[src/rtl/uirq_pkg.sv]
package uirq_pkg;
  localparam int NUM_SRC  = 8;
  localparam int NUM_LVL  = 3;
  localparam int NUM_EDGE = NUM_SRC - NUM_LVL - 1;
  localparam int CODE_W   = 5;
  localparam int ID_W     = CODE_W + 3;

  typedef enum logic [2:0] {
    SRC_LINE  = 3'd0,
    SRC_TOUT  = 3'd1,
    SRC_RXRDY = 3'd2,
    SRC_THR   = 3'd3,
    SRC_MODEM = 3'd4,
    SRC_GPIO  = 3'd5,
    SRC_XOFF  = 3'd6,
    SRC_FLOW  = 3'd7
  } srcIdxT;

  typedef struct packed {
    logic holdId;
    logic thrClr;
  } ctrlStrobeT;

  function automatic logic [CODE_W-1:0] srcCode(input int idx);
    logic [CODE_W-1:0] c;
    case (idx)
      0:       c = 5'b00011;
      1:       c = 5'b00110;
      2:       c = 5'b00010;
      3:       c = 5'b00001;
      4:       c = 5'b00000;
      5:       c = 5'b11000;
      6:       c = 5'b01000;
      7:       c = 5'b10000;
      default: c = 5'b00000;
    endcase
    return c;
  endfunction
endpackage

[src/rtl/uirq_ctrl.sv]
module uirq_ctrl
  import uirq_pkg::*;
(
  input  logic                clk,
  input  logic                rstN,
  input  logic [NUM_LVL-1:0]  lvlSrc,
  input  logic                txEmptyEvt,
  input  logic [NUM_EDGE-1:0] edgeEvt,
  input  logic [NUM_EDGE-1:0] edgeClr,
  input  logic                idRead,
  input  logic                thrIdentified,
  output logic [NUM_SRC-1:0]  pend,
  output ctrlStrobeT          strobe
);
  logic                idReadQ;
  logic                thrLatch;
  logic [NUM_EDGE-1:0] edgeLatch;

  always_ff @(posedge clk or negedge rstN) begin
    if (!rstN) idReadQ <= 1'b0;
    else       idReadQ <= idRead;
  end

  always_comb begin
    strobe.holdId = idRead;
    strobe.thrClr = idRead && !idReadQ && thrIdentified;
  end

  always_ff @(posedge clk or negedge rstN) begin
    if (!rstN) thrLatch <= 1'b0;
    else       thrLatch <= txEmptyEvt | (thrLatch & ~strobe.thrClr);
  end

  for (genvar g = 0; g < NUM_EDGE; g++) begin : gEdge
    always_ff @(posedge clk or negedge rstN) begin
      if (!rstN) edgeLatch[g] <= 1'b0;
      else       edgeLatch[g] <= edgeEvt[g] | (edgeLatch[g] & ~edgeClr[g]);
    end
  end

  assign pend = {edgeLatch, thrLatch, lvlSrc};

  a_r12_thr_cleared: assert property (@(posedge clk) disable iff (!rstN)
    (strobe.thrClr && !txEmptyEvt) |=> !pend[SRC_THR]);
  a_r9_edge_holds: assert property (@(posedge clk) disable iff (!rstN)
    (pend[SRC_MODEM] && !edgeClr[0]) |=> pend[SRC_MODEM]);
  a_r9_event_sets: assert property (@(posedge clk) disable iff (!rstN)
    edgeEvt[1] |=> pend[SRC_GPIO]);
endmodule

[src/rtl/uirq_dp.sv]
module uirq_dp
  import uirq_pkg::*;
(
  input  logic               clk,
  input  logic               rstN,
  input  logic               fifoEn,
  input  logic [NUM_SRC-1:0] pend,
  input  logic [NUM_SRC-1:0] srcEnable,
  input  ctrlStrobeT         strobe,
  output logic [ID_W-1:0]    idReg,
  output logic               thrIdentified
);
  localparam logic [ID_W-1:0] ID_IDLE = 8'h01;

  logic [NUM_SRC-1:0] active;
  logic               found;
  int                 sel;
  logic [ID_W-1:0]    liveId;

  assign active = pend & srcEnable;

  always_comb begin
    sel = 0;
    for (int i = NUM_SRC - 1; i >= 0; i--) begin
      if (active[i]) sel = i;
    end
    found  = |active;
    liveId = {fifoEn, fifoEn, (found ? srcCode(sel) : {CODE_W{1'b0}}), ~found};
  end

  always_ff @(posedge clk or negedge rstN) begin
    if (!rstN)              idReg <= ID_IDLE;
    else if (!strobe.holdId) idReg <= liveId;
  end

  assign thrIdentified = (idReg[CODE_W:0] == {srcCode(SRC_THR), 1'b0});

  a_r11_hold_stable: assert property (@(posedge clk) disable iff (!rstN)
    strobe.holdId |=> $stable(idReg));
  a_r1_idle_value: assert property (@(posedge clk) disable iff (!rstN)
    (!strobe.holdId && !(|active)) |=> idReg[CODE_W:0] == 6'b000001);
  a_r3_line_first: assert property (@(posedge clk) disable iff (!rstN)
    (!strobe.holdId && active[SRC_LINE]) |=> idReg[CODE_W:0] == 6'b000110);
  a_r2_mirror: assert property (@(posedge clk) disable iff (!rstN)
    !strobe.holdId |=> idReg[ID_W-1:ID_W-2] == {2{$past(fifoEn)}});
endmodule

[src/rtl/uart_irq_ident.sv]
module uart_irq_ident
  import uirq_pkg::*;
(
  input  logic       clk,
  input  logic       rstN,
  input  logic       fifoEn,
  input  logic [7:0] srcEnable,
  input  logic       lineErr,
  input  logic       rxTimeout,
  input  logic       rxReady,
  input  logic       txEmptyEvt,
  input  logic       modemEvt,
  input  logic       gpioEvt,
  input  logic       xoffEvt,
  input  logic       flowEvt,
  input  logic       modemClr,
  input  logic       gpioClr,
  input  logic       xoffClr,
  input  logic       flowClr,
  input  logic       idRead,
  output logic [7:0] idReg,
  output logic       irqOut
);
  logic [NUM_SRC-1:0] pend;
  ctrlStrobeT         strobe;
  logic               thrIdentified;

  uirq_ctrl u_ctrl (
    .clk          (clk),
    .rstN         (rstN),
    .lvlSrc       ({rxReady, rxTimeout, lineErr}),
    .txEmptyEvt   (txEmptyEvt),
    .edgeEvt      ({flowEvt, xoffEvt, gpioEvt, modemEvt}),
    .edgeClr      ({flowClr, xoffClr, gpioClr, modemClr}),
    .idRead       (idRead),
    .thrIdentified(thrIdentified),
    .pend         (pend),
    .strobe       (strobe)
  );

  uirq_dp u_dp (
    .clk          (clk),
    .rstN         (rstN),
    .fifoEn       (fifoEn),
    .pend         (pend),
    .srcEnable    (srcEnable),
    .strobe       (strobe),
    .idReg        (idReg),
    .thrIdentified(thrIdentified)
  );

  assign irqOut = ~idReg[0];
endmodule

[config.mk]
export PLATFORM = sky130hd
export DESIGN_NAME = uart_irq_ident
export DESIGN_NICKNAME = d
export VERILOG_FILES = /design/src/rtl/uirq_pkg.sv /design/src/rtl/uirq_ctrl.sv /design/src/rtl/uirq_dp.sv /design/src/rtl/uart_irq_ident.sv
export SDC_FILE = /design/constraint.sdc
export NUM_CORES = 1
export LEC_CHECK = 0
export CAP_MARGIN = 30
export CORE_MARGIN = 1.5
export CORE_UTILIZATION = 50
export DETAILED_ROUTE_END_ITERATION = 8
export DONT_BUFFER_PORTS = 1
export HOLD_SLACK_MARGIN = 0.05
export PLACE_DENSITY_LB_ADDON = 0.2
export SLEW_MARGIN = 20
export SYNTH_ARGS = -nofsm -noshare
export SYNTH_HDL_FRONTEND = slang
export SYNTH_SLANG_ARGS = --single-unit
[constraint.sdc]
create_clock -name clk -period 4.4 [get_ports clk]
set_input_delay 0 -clock clk [delete_from_list [all_inputs] [get_ports clk]]
set_output_delay 0 -clock clk [all_outputs]
set_load 0.03 [all_outputs]
## Word-level counts from Yosys, hierarchy flattened

Memory sizes are Yosys's and may differ from the RTL's.
Index checks and enable logic that the tools add are counted.
Widths: inputs -> output; s select.

- Flip-flop bits (word level): 13
- Bits in latches: 0
- Memory bits (writable): 0
- ROM bits: 40
- Bits of input ports: 24
- Output and inout bits: 9
- Word-level logic and storage cells: 42
- Memories kept: 1

- Add/subtract/negate cells: 0
- Multiply operators: 0
- Divide/modulo/power cells: 0
- Magnitude comparators: 0
- Eq/ne operators: 1
- Shifts and indexed selects: 0
- Mux-type cells: 10
- Bitwise logic cells: 18
- Reduce and logical (&&, ||, !) cells: 5

Memories:

| name | words | width | rd ports | clocked after memory_dff | write ports | RTL line | source |
|---|---|---|---|---|---|---|---|
| (no name shown) | 8 | 5 | 1 | 0 | 0 | uirq_pkg.sv:26 | `case (idx)` |

Operators with widths:

| cell | count |
|---|---|
| $mux 32 | 7 |
| $logic_not 29->1 | 1 |
| $mux 5 | 2 |
| $and 8x8->8 | 1 |
| $reduce_or 8->1 | 1 |
| $not 1->1 | 7 |
| $eq 6x2->1 const B | 1 |
| $and 1x1->1 | 5 |
| $or 1x1->1 | 5 |
| $mux 3 | 1 |
| $logic_and 1x1->1 | 2 |
| $logic_not 1->1 | 1 |

## Longest topological paths before layout

Gate-level depths: netlist of run 1.

- Depth in word-level cells: 12
- Mapped depth: 7
- Depth with buffers taken out: 7

## Modules after synthesis

From an unflattened synthesis of run 1, not the netlist that was laid out.

- Cell total of the unflattened synthesis: 70
- Area total of the unflattened synthesis: 693.2 um^2

Modules (own cells, without submodules):

| module | times used | cells each | area an instance (um^2) | seq. area each (um^2) |
|---|---|---|---|---|
| uirq_dp | 1 | 45 | 435.4 | 176.4 |
| uirq_ctrl | 1 | 24 | 254.0 | 150.1 |
| uart_irq_ident | 1 | 1 | 3.8 | 0.0 |

## Least setup slack after synthesis of run 1

OpenSTA, ideal clock, no wires.

- Kind: register -> register
- Start: register u_ctrl.edgeLatch[2] (netlist: u_ctrl.pend[6])
- End: register u_dp.idReg[4]
- Library setup time: 0.095 ns
- Arrival time: 1.569 ns
- Required time: 4.305 ns
- Path slack: 2.735 ns
- Stages on the path, launching flop included: 7
- Buffers on the path: 0
- Period minus slack after synthesis: 1.665 ns
- Cell sequence: dfrtp_1 a22o_1 o221ai_1 nand2_1 a21boi_0 ha_1 o31ai_1

- Word-level cells in the longest chain between the ends: 11
- Elaborated cells between the ends (all ways): 12
- Those cells by class: mux (9); bitwise (1); reduce/logical (1); memory (1)

Ends and longest elaborated chain:

| item | RTL line | source |
|---|---|---|
| start, declared | uirq_ctrl.sv:17 | `logic [NUM_EDGE-1:0] edgeLatch;` |
| start signal, assigned by index | uirq_ctrl.sv:37 | `else edgeLatch[g] <= edgeEvt[g] \| (edgeLatch[g] & ~edgeClr[g]);` |
| $and 8x8->8 * | uirq_dp.sv:20 | `assign active = pend & srcEnable;` |
| $mux 32 (7 in a row) | uirq_dp.sv:25 | `if (active[i]) sel = i;` |
| $mem_v2 8x5 | -- |  |
| $mux 5 | uirq_pkg.sv:26 |  |
| $mux 5 * | uirq_dp.sv:28 | `liveId = {fifoEn, fifoEn, (found ? srcCode(sel) : {CODE_W{1'b0}}), ~found};` |
| end signal, assigned | uirq_dp.sv:33 | `else if (!strobe.holdId) idReg <= liveId;` |
| end, declared | uirq_dp.sv:10 | `output logic [ID_W-1:0] idReg,` |

Mark *: on every way between the ends. The rest lies on a longest branch, timed or not.
A chain may end at the register's enable or synchronous reset.

## Final worst setup path of run 1

- Start: register u_ctrl.edgeLatch[0] (netlist: u_ctrl.pend[4])
- End: register u_dp.idReg[0]

- Word-level cells in the longest chain between the ends: 3

Ends and longest elaborated chain:

| item | RTL line | source |
|---|---|---|
| $and 8x8->8 | uirq_dp.sv:20 |  |
| $reduce_or 8->1 | uirq_dp.sv:27 | `found = \|active;` |
| $not 1->1 | uirq_dp.sv:28 |  |

No other way between the ends.

==> results of run 1 <==
[cell families (layout without fill, tap and decap cells)]
family / Yosys count / count (layout) / share of synthesized area, %
flops: 13 / 13 / 49.6
compound gates: 18 / 18 / 22.2
simple gates: 26 / 26 / 18.1
buf+inv: 7 / 26 / 4.56
mux: 1 / 1 / 1.71
fa+ha+maj: 2 / 2 / 3.80
[per-stage QoR]
| stage | utilization (%) | cell area, sq um | setup WS (ns) | hold slack, ns |
|---|---|---|---|---|
| 2_1_floorplan | - | 658 | 2.74 | -0.296 |
| 3_3_place_gp | 56.7 | 664 | 2.67 | -0.295 |
| 3_5_place_dp | 56.7 | 664 | 2.62 | -0.295 |
| 4_1_cts | 73.6 | 862 | 2.24 | 0.109 |
| 5_1_grt | 73.6 | 862 | 2.12 | 0.119 |
| 6_report | 73.6 | 862 | 2.24 | 0.124 |
[repair_timing]
item	CTS	global route
resized for setup	0	0
endpoints found under the setup margin	0	0
hold buffers	17	0
endpoints found under the hold margin	26	0
setup buffers	0	0
[critical path, delay by kind of cell, from the launching register on]
| family | cells | cell delay, ns |
|---|---|---|
| AOI/OAI and AO/OA | 2 | 0.42 |
| and+or+nand+nor | 1 | 0.13 |
| buffers and inverters | 2 | 1.15 |
| DFF | 1 | 0.41 |
[worst max path at each step]
stage	endpoint	cells after the start
detailed placement	u_dp.idReg[4]	6
global placement	u_dp.idReg[4]	6
floorplan	u_dp.idReg[4]	6
CTS	u_dp.idReg[0]	5
finish	u_dp.idReg[0]	5
global route	u_dp.idReg[0]	5
[Yosys cell counts]
| master | instances |
|---|---|
| or4_4 | 1 |
| buf_4 | 1 |
| mux2_2 | 1 |
| nand2b_1 | 2 |
| nor2_1 | 1 |
| a21o_1 | 5 |
| nand3b_1 | 1 |
| a21boi_0 | 1 |
| ha_1 | 2 |
| o21ai_0 | 1 |
| clkbuf_1 | 1 |
| o41ai_2 | 1 |
| a22oi_1 | 1 |
| a31oi_1 | 1 |
| a22o_1 | 2 |
| o31ai_1 | 3 |
| a22oi_2 | 1 |
| dfstp_2 | 1 |
| inv_1 | 5 |
| dfrtp_1 | 12 |
| a21oi_1 | 1 |
| o221ai_1 | 1 |
| nand2_1 | 18 |
| nand3_1 | 2 |
| and2_1 | 1 |
[state kept, by name, summed over array words and instances, names as in the netlist]
register and flops:
u_dp.idReg 7, u_ctrl.thrLatch 1, u_ctrl.idReadQ 1, u_ctrl.pend 4
[power by group]
| group | leakage (nW) | switching (W) | internal [W] | total (W) |
|---|---|---|---|---|
| logic | 0.238 | 0.0000225 | 0.0000276 | 0.0000501 |
| clock network | 0.0177 | 0.0000406 | 0.0000337 | 0.0000743 |
| registers | 0.150 | 0.0000257 | 0.000130 | 0.000156 |
[metal layers]
metal	vias up	routed length (um)	share of wire, %	GRT usage (%)
met5	-	0	0	0
met4	0	13	0.94	5.17
met3	3	65	4.7	6.82
met2	20	756	55	38.8
met1	269	549	40	23.5
li1	273	-	-	-
[cell type report]
cell class	instances	share of cell area (%)
Clock buffer	3	2.61
Clock inverter	1	0.581
Inverter	5	2.18
Multi-Input combinational cell	47	35.0
Sequential cell	13	37.9
Tap cell	14	2.03
Timing Repair Buffer	17	19.7
==> metrics.txt, run 1 <==
status complete, no violations; effective utilization at floorplan 56.2%; RR Endpoint u_dp.idReg[0]; overall power 0.000280 W; Reg2Reg Setup Slack 2.24 ns; Post-Syn Instances 67; vias in the first global route 534; area added between synthesis and finish 31.0%; Lkg Pwr 0.406 nW; GR Util All Layers 21.2%; fin crit period 2.16 ns; maximum clock rate 464 MHz; Clock Path Buffers 2; RSZ-0062 raised after global routing no; GPL Wtd Cong 0.801; DRT Pass-1 Iters 4; most used cell, CP dlygate4sd3_1; initial antenna violation count 0; n_diodes 0; final setup fails 0; Core ar. 1170 sq um; GRT overflow 0; final worst-path cycle share 49.0%; Die Y 39.3 um; most frequent cells in the layout nand2_1, dlygate4sd3_1, dfrtp_1, a21o_1, inv_1; number of port buffers 0; WHS Endpoint u_dp.idReg[2]; Peak VDD IR 0.210 mV; hold_sp srcEnable[3]; final wirelength 1.39 mm; commonest non-fill, non-tap cell in the layout nand2_1; Yosys reg bits 13; Max FO, Critical Path 4; Reg area 327 sq um; syn_area_per_cell 9.82 sq um; Crit path largest cell delay 0.58 ns; CTS tree built; Worst Path Arrival 2.38 ns; sequential area share after synthesis 49.6%; CTS Buf Count 3; final setup skew 0.000491 ns; DRC viols 0; Distinct cells, synth 25; Cell Area, Synth 658 sq um; Die X-Extent 39.3 um; critical-path cell list a22oi_1 -> nand3_1 -> dlygate4sd3_1 -> o31ai_1 -> dlygate4sd3_1; Power Density 325 nW/um^2; Worst path slowest cell dlygate4sd3_1; top cells by area, synth dfrtp_1, nand2_1, a21o_1; vias per inst 5.65; critical path class flop to flop; WL per Instance 13.9 um; crit path launch type flop; placed insts 79; Worst Setup SP u_ctrl.pend[4]; Critical R2R Launch u_ctrl.pend[4]; Worst EP required 4.62 ns; Hold Path Stages 3; post-route ant nets 0; DR iter-0 viols 17; layout cells sized above 1 10.5%; largest net degree at the start of global routing 15; Rows 12; Max Cap Violations 0; IO Count 33; Yosys top cell by area dfrtp_1; die area 1540 sq um; Fill cells 81; Slew Limit Fails 0; R2R depth 5; setup_tns 0 ns; later-pin clock latency in the skew report 0.28 ns; non-filler cells in the finished layout 100; CP endpoint kind flop; Fin. Hold Viols 0; clk root buf clkbuf_4; first-pass GRT wire length 2.11 mm; syn_nets 93; register clock-pin slew on the reported worst setup and hold paths 0.08 ns; Yosys Warn Count 0; Worst-Margin Slew 0.586 ns; vias post-DR 565; Hold Crit Class primary input to flop; Max-slew headroom 60.8%; Net count, final 113; multi-input logic area 302 sq um; H-tree depth 1; clk sinks 13; Synth top area share 45.6%; Final HPWL DP 953 um
Note: power is estimated with default switching activity, not from simulation.
==> run 2: changes to the inputs <==
==> constraint.sdc (replaced) <==
create_clock -name clk -period 2 [get_ports clk]
set_input_delay 0 -clock clk [delete_from_list [all_inputs] [get_ports clk]]
set_output_delay 0 -clock clk [all_outputs]
set_load 0.03 [all_outputs]
==> metrics.txt, run 2 (synthesis results as in run 1) <==
H-tree depth 1; Max Cap Violations 0; Final HPWL DP 928 um; RR Endpoint u_dp.idReg[5]; Crit path largest cell delay 0.60 ns; critical-path cell list a22oi_2 -> dlygate4sd3_1 -> nand3_1 -> nand2b_1 -> o31ai_1; GPL Wtd Cong 0.801; later-pin clock latency in the skew report 0.28 ns; Clock Path Buffers 2; hold_sp rxTimeout; max reg flops 7; die area 1540 sq um; Rows 12; first-pass GRT wire length 2.17 mm; Placement Setup Slack 0.209 ns; Fin. Hold Viols 0; initial antenna violation count 0; largest register by flop count u_dp.idReg; Lkg Pwr 0.408 nW; vias per inst 5.68; register clock-pin slew on the reported worst setup and hold paths 0.09 ns; CTS tree built; n_diodes 0; DR iter-0 viols 19; final setup skew 0.00645 ns; number of port buffers 0; Critical Path End u_dp.idReg[5]; clk sinks 13; Worst Setup SP u_ctrl.thrLatch; Max-slew headroom 61.8%; Worst EP required 2.19 ns; DRT Pass-1 Iters 4; post-CTS sizing 0; Hold Crit Class primary input to flop; final worst-path cycle share 94.9%; final setup margin 0.103 ns; post-route ant nets 0; Net count, final 114; maximum clock rate 527 MHz; Peak VDD IR 0.489 mV; clk root buf clkbuf_4; Worst path slowest cell dlygate4sd3_1; IO Count 33; cts hold-fix bufs 18; Power Density 714 nW/um^2; fin crit period 1.90 ns; post-CTS repair timing setup buffer count 0; setup_tns 0 ns; overall power 0.000622 W; Die X-Extent 39.3 um; critical path class flop to flop; Die Y 39.3 um; largest net degree at the start of global routing 15; Worst-Margin Slew 0.571 ns; Reg2Reg Setup Slack 0.10 ns; Max FO, Critical Path 5; dpl cell area 664 sq um; GR Util All Layers 22.0%; CTS Buf Count 3; CP endpoint kind flop; vias post-DR 574; status complete, no violations; final cell utilization of the core 74.5%; Core ar. 1170 sq um; Critical R2R Launch u_ctrl.thrLatch; crit path launch type flop; R2R depth 5; layout cells sized above 1 10.3%; effective utilization at floorplan 56.2%; final wirelength 1.49 mm; DRC viols 0; final setup fails 0; most frequent cells in the layout nand2_1, dlygate4sd3_1, dfrtp_1, a21o_1, inv_1; RSZ-0062 raised after global routing no; Slew Limit Fails 0; GRT overflow 0; area added between synthesis and finish 32.5%; WL per Instance 14.7 um; Worst Path Arrival 2.09 ns; Final Cell Area 872 sq um; vias in the first global route 504
## run 2: power by group
group	switching, W	internal (W)	total, W
Clock	0.0000899	0.0000742	0.000164
Sequential	0.0000567	0.000286	0.000343
Combinational	0.0000528	0.0000631	0.000116
Total	0.000199	0.000423	0.000622
## run 2: cell type report
type / count / area [sq um]
Tap cell: 14 / 17.5
Multi-Input combinational cell: 47 / 302
Timing Repair Buffer: 18 / 180
Inverter: 5 / 18.8
Sequential cell: 13 / 327
Clock inverter: 1 / 5.00
Fill cell: 76 / 299
Clock buffer: 3 / 22.5
## run 2: worst min path at each step
stage	slack [ns]	to	cells past startpoint
2_1_floorplan	-0.30	u_ctrl.idReadQ	0
3_3_place_gp	-0.30	u_dp.idReg[3]	0
3_5_place_dp	-0.30	u_dp.idReg[3]	0
4_1_cts	0.05	u_dp.idReg[0]	3
5_1_grt	0.08	u_dp.idReg[0]	3
6_report	0.07	u_dp.idReg[0]	3
## run 2: per-stage QoR
step	hold WS (ns)	instances
6_report	0.0689	101
5_1_grt	0.0763	101
4_1_cts	0.0527	101
3_5_place_dp	-0.295	79
3_3_place_gp	-0.295	79
2_1_floorplan	-0.296	67
## run 2: metal layers
layer | wire length [um] | global-route usage [%] | vias up | part of all wire [%]
met2 | 766 | 37.9 | 25 | 52
met1 | 636 | 26.5 | 273 | 43
met5 | 0 | 0 | - | 0
met3 | 83 | 6.82 | 0 | 5.6
li1 | - | - | 276 | -
met4 | 0 | 5.17 | 0 | 0
## run 2: worst max-delay path, delay by kind of cell, from the launching register on
family	cells	cell delay [ns]
flip-flops	1	0.42
buffers and inverters	1	0.60
AO/OA/AOI/OAI	2	0.40
AND/OR/NAND/NOR	2	0.39
==> run 3: changes to the inputs <==
--- a/config.mk
+++ b/config.mk
@@ -7,11 +7,12 @@
 export LEC_CHECK = 0
 export CAP_MARGIN = 30
 export CORE_MARGIN = 1.5
-export CORE_UTILIZATION = 50
+export CORE_UTILIZATION = 45
 export DETAILED_ROUTE_END_ITERATION = 8
 export DONT_BUFFER_PORTS = 1
 export HOLD_SLACK_MARGIN = 0.05
 export PLACE_DENSITY_LB_ADDON = 0.2
+export RECOVER_POWER = 50
 export SLEW_MARGIN = 20
 export SYNTH_ARGS = -nofsm -noshare
 export SYNTH_HDL_FRONTEND = slang
==> metrics.txt, run 3 (synthesis results as in run 1) <==
RSZ-0062 raised after global routing no; Max Cap Violations 0; NetSw 0.000186 W; die area 1700 sq um; Clock Path Buffers 2; area added between synthesis and finish 29.5%; most frequent cells in the layout nand2_1, dlygate4sd3_1, dfrtp_1, a21o_1, inv_1; status complete, no violations; n_diodes 0; switching share of power 30.5%; commonest non-fill, non-tap cell in the layout nand2_1; Power Density 715 nW/um^2; Fill cells 114; final setup fails 0; Worst-Margin Slew 0.564 ns; Max FO, Critical Path 3; Critical R2R Launch u_ctrl.pend[6]; WL per Instance 12.9 um; non-filler cells in the finished layout 100; DRT Pass-1 Iters 4; CP endpoint kind flop; vias in the first global route 475; register share of total power 56.3%; DR iter-0 viols 4; IO Count 33; hold_sp srcEnable[3]; Net count, final 112; largest register by flop count u_dp.idReg; Logic pwr share 17.7%; effective utilization at floorplan 49.3%; Die X-Extent 41.2 um; vias post-DR 538; Worst Path Arrival 1.97 ns; maximum clock rate 559 MHz; final wirelength 1.29 mm; GPL Wtd Cong 0.670; Hold Crit Class primary input to flop; Worst path slowest cell dlygate4sd3_1; Core ar. 1330 sq um; Clk pwr share 26.1%; Final HPWL DP 931 um; Slew Limit Fails 0; H-tree depth 1; GR Util All Layers 17.9%; final worst-path cycle share 89.5%; Rows 13; Lkg Pwr 0.397 nW; CTS tree built; CTS Buf Count 3; Worst EP required 2.18 ns; post-route ant nets 0; Fin. Hold Viols 0; crit path launch type flop; final setup skew 0.000866 ns; Reg area 327 sq um; clk sinks 13; placed insts 80; initial antenna violation count 0; setup_tns 0 ns; register clock-pin slew on the reported worst setup and hold paths 0.07 ns; first-pass GRT wire length 1.90 mm; Peak VDD IR 0.612 mV; Worst Setup SP u_ctrl.pend[6]; largest net degree at the start of global routing 15; critical path class flop to flop; multi-input logic area 302 sq um; number of port buffers 0; vias per inst 5.38; Internal 0.000423 W; Crit path largest cell delay 0.56 ns; later-pin clock latency in the skew report 0.27 ns; layout cells sized above 1 9.41%; DRC viols 0; fin crit period 1.79 ns; Max-slew headroom 62.2%; critical-path cell list a22o_1 -> o221ai_1 -> a31oi_1 -> dlygate4sd3_1 -> o31ai_1; max reg flops 7; GRT overflow 0; clk root buf clkbuf_4; Die Y 41.2 um
## run 3: metal layers
layer  share of wire, %  global-route usage, %  vias up
met5                  0                      0        -
met4               0.93                   4.84        0
met3                7.1                   8.15        2
met2                 52                   30.1       23
met1                 40                   20.3      244
li1                   -                      -      269
## run 3: worst paths after layout
path                              endpoint  slack, ns  depth (start not counted)
max reg2reg                  u_dp.idReg[5]       0.21                          5
min reg2reg                u_ctrl.thrLatch       0.58                          2
max                          u_dp.idReg[5]       0.21                          5
min in group asynchronous    u_dp.idReg[3]       0.15                          1
max in group asynchronous    u_dp.idReg[0]       1.48                          1
min                          u_dp.idReg[0]       0.06                          3
## run 3: area by class of cell
| type | count | share of cell area, % |
|---|---|---|
| timing repair buffer | 16 | 18.8 |
| tap | 15 | 2.20 |
| inverter | 5 | 2.20 |
| multi-input combinational | 47 | 35.4 |
| sequential | 13 | 38.3 |
| clock buffer | 4 | 3.08 |
## run 3: worst max-delay path: cells and delay by family, from the launching register on
| family | cells | cell delay [ns] |
|---|---|---|
| AO/OA/AOI/OAI | 4 | 0.73 |
| buffers and inverters | 1 | 0.56 |
| flip-flops | 1 | 0.40 |
## run 3: power by group through the flow
stage	sequential (W)	clock [W]	combinational, W
after global placement	0.000348	0	0.0000696
after CTS	0.000343	0.000164	0.000108
after floorplan	0.000338	0	0.0000710
final	0.000343	0.000159	0.000108
after global routing	0.000347	0.000175	0.000123
after detailed placement	0.000349	0	0.0000716
## run 3: per-stage QoR
step                power (W)  area, sq um  utilization (%)  setup slack (ns)  hold slack [ns]
detailed placement   0.000420          666             49.9             0.205           -0.295
floorplan            0.000409          658                -             0.335           -0.296
CTS                  0.000615          852             63.9             0.187           0.0556
finish               0.000610          852             63.9             0.210           0.0577
global route         0.000645          852             63.9            0.0803            0.101
global placement     0.000417          666             49.9             0.249           -0.295
## run 3: timing repair
action	CTS	global route
setup endpoints to repair	0	1
buffers inserted	0	0
hold buffers	16	0
resized for setup	0	1
endpoints found under the hold margin	26	0
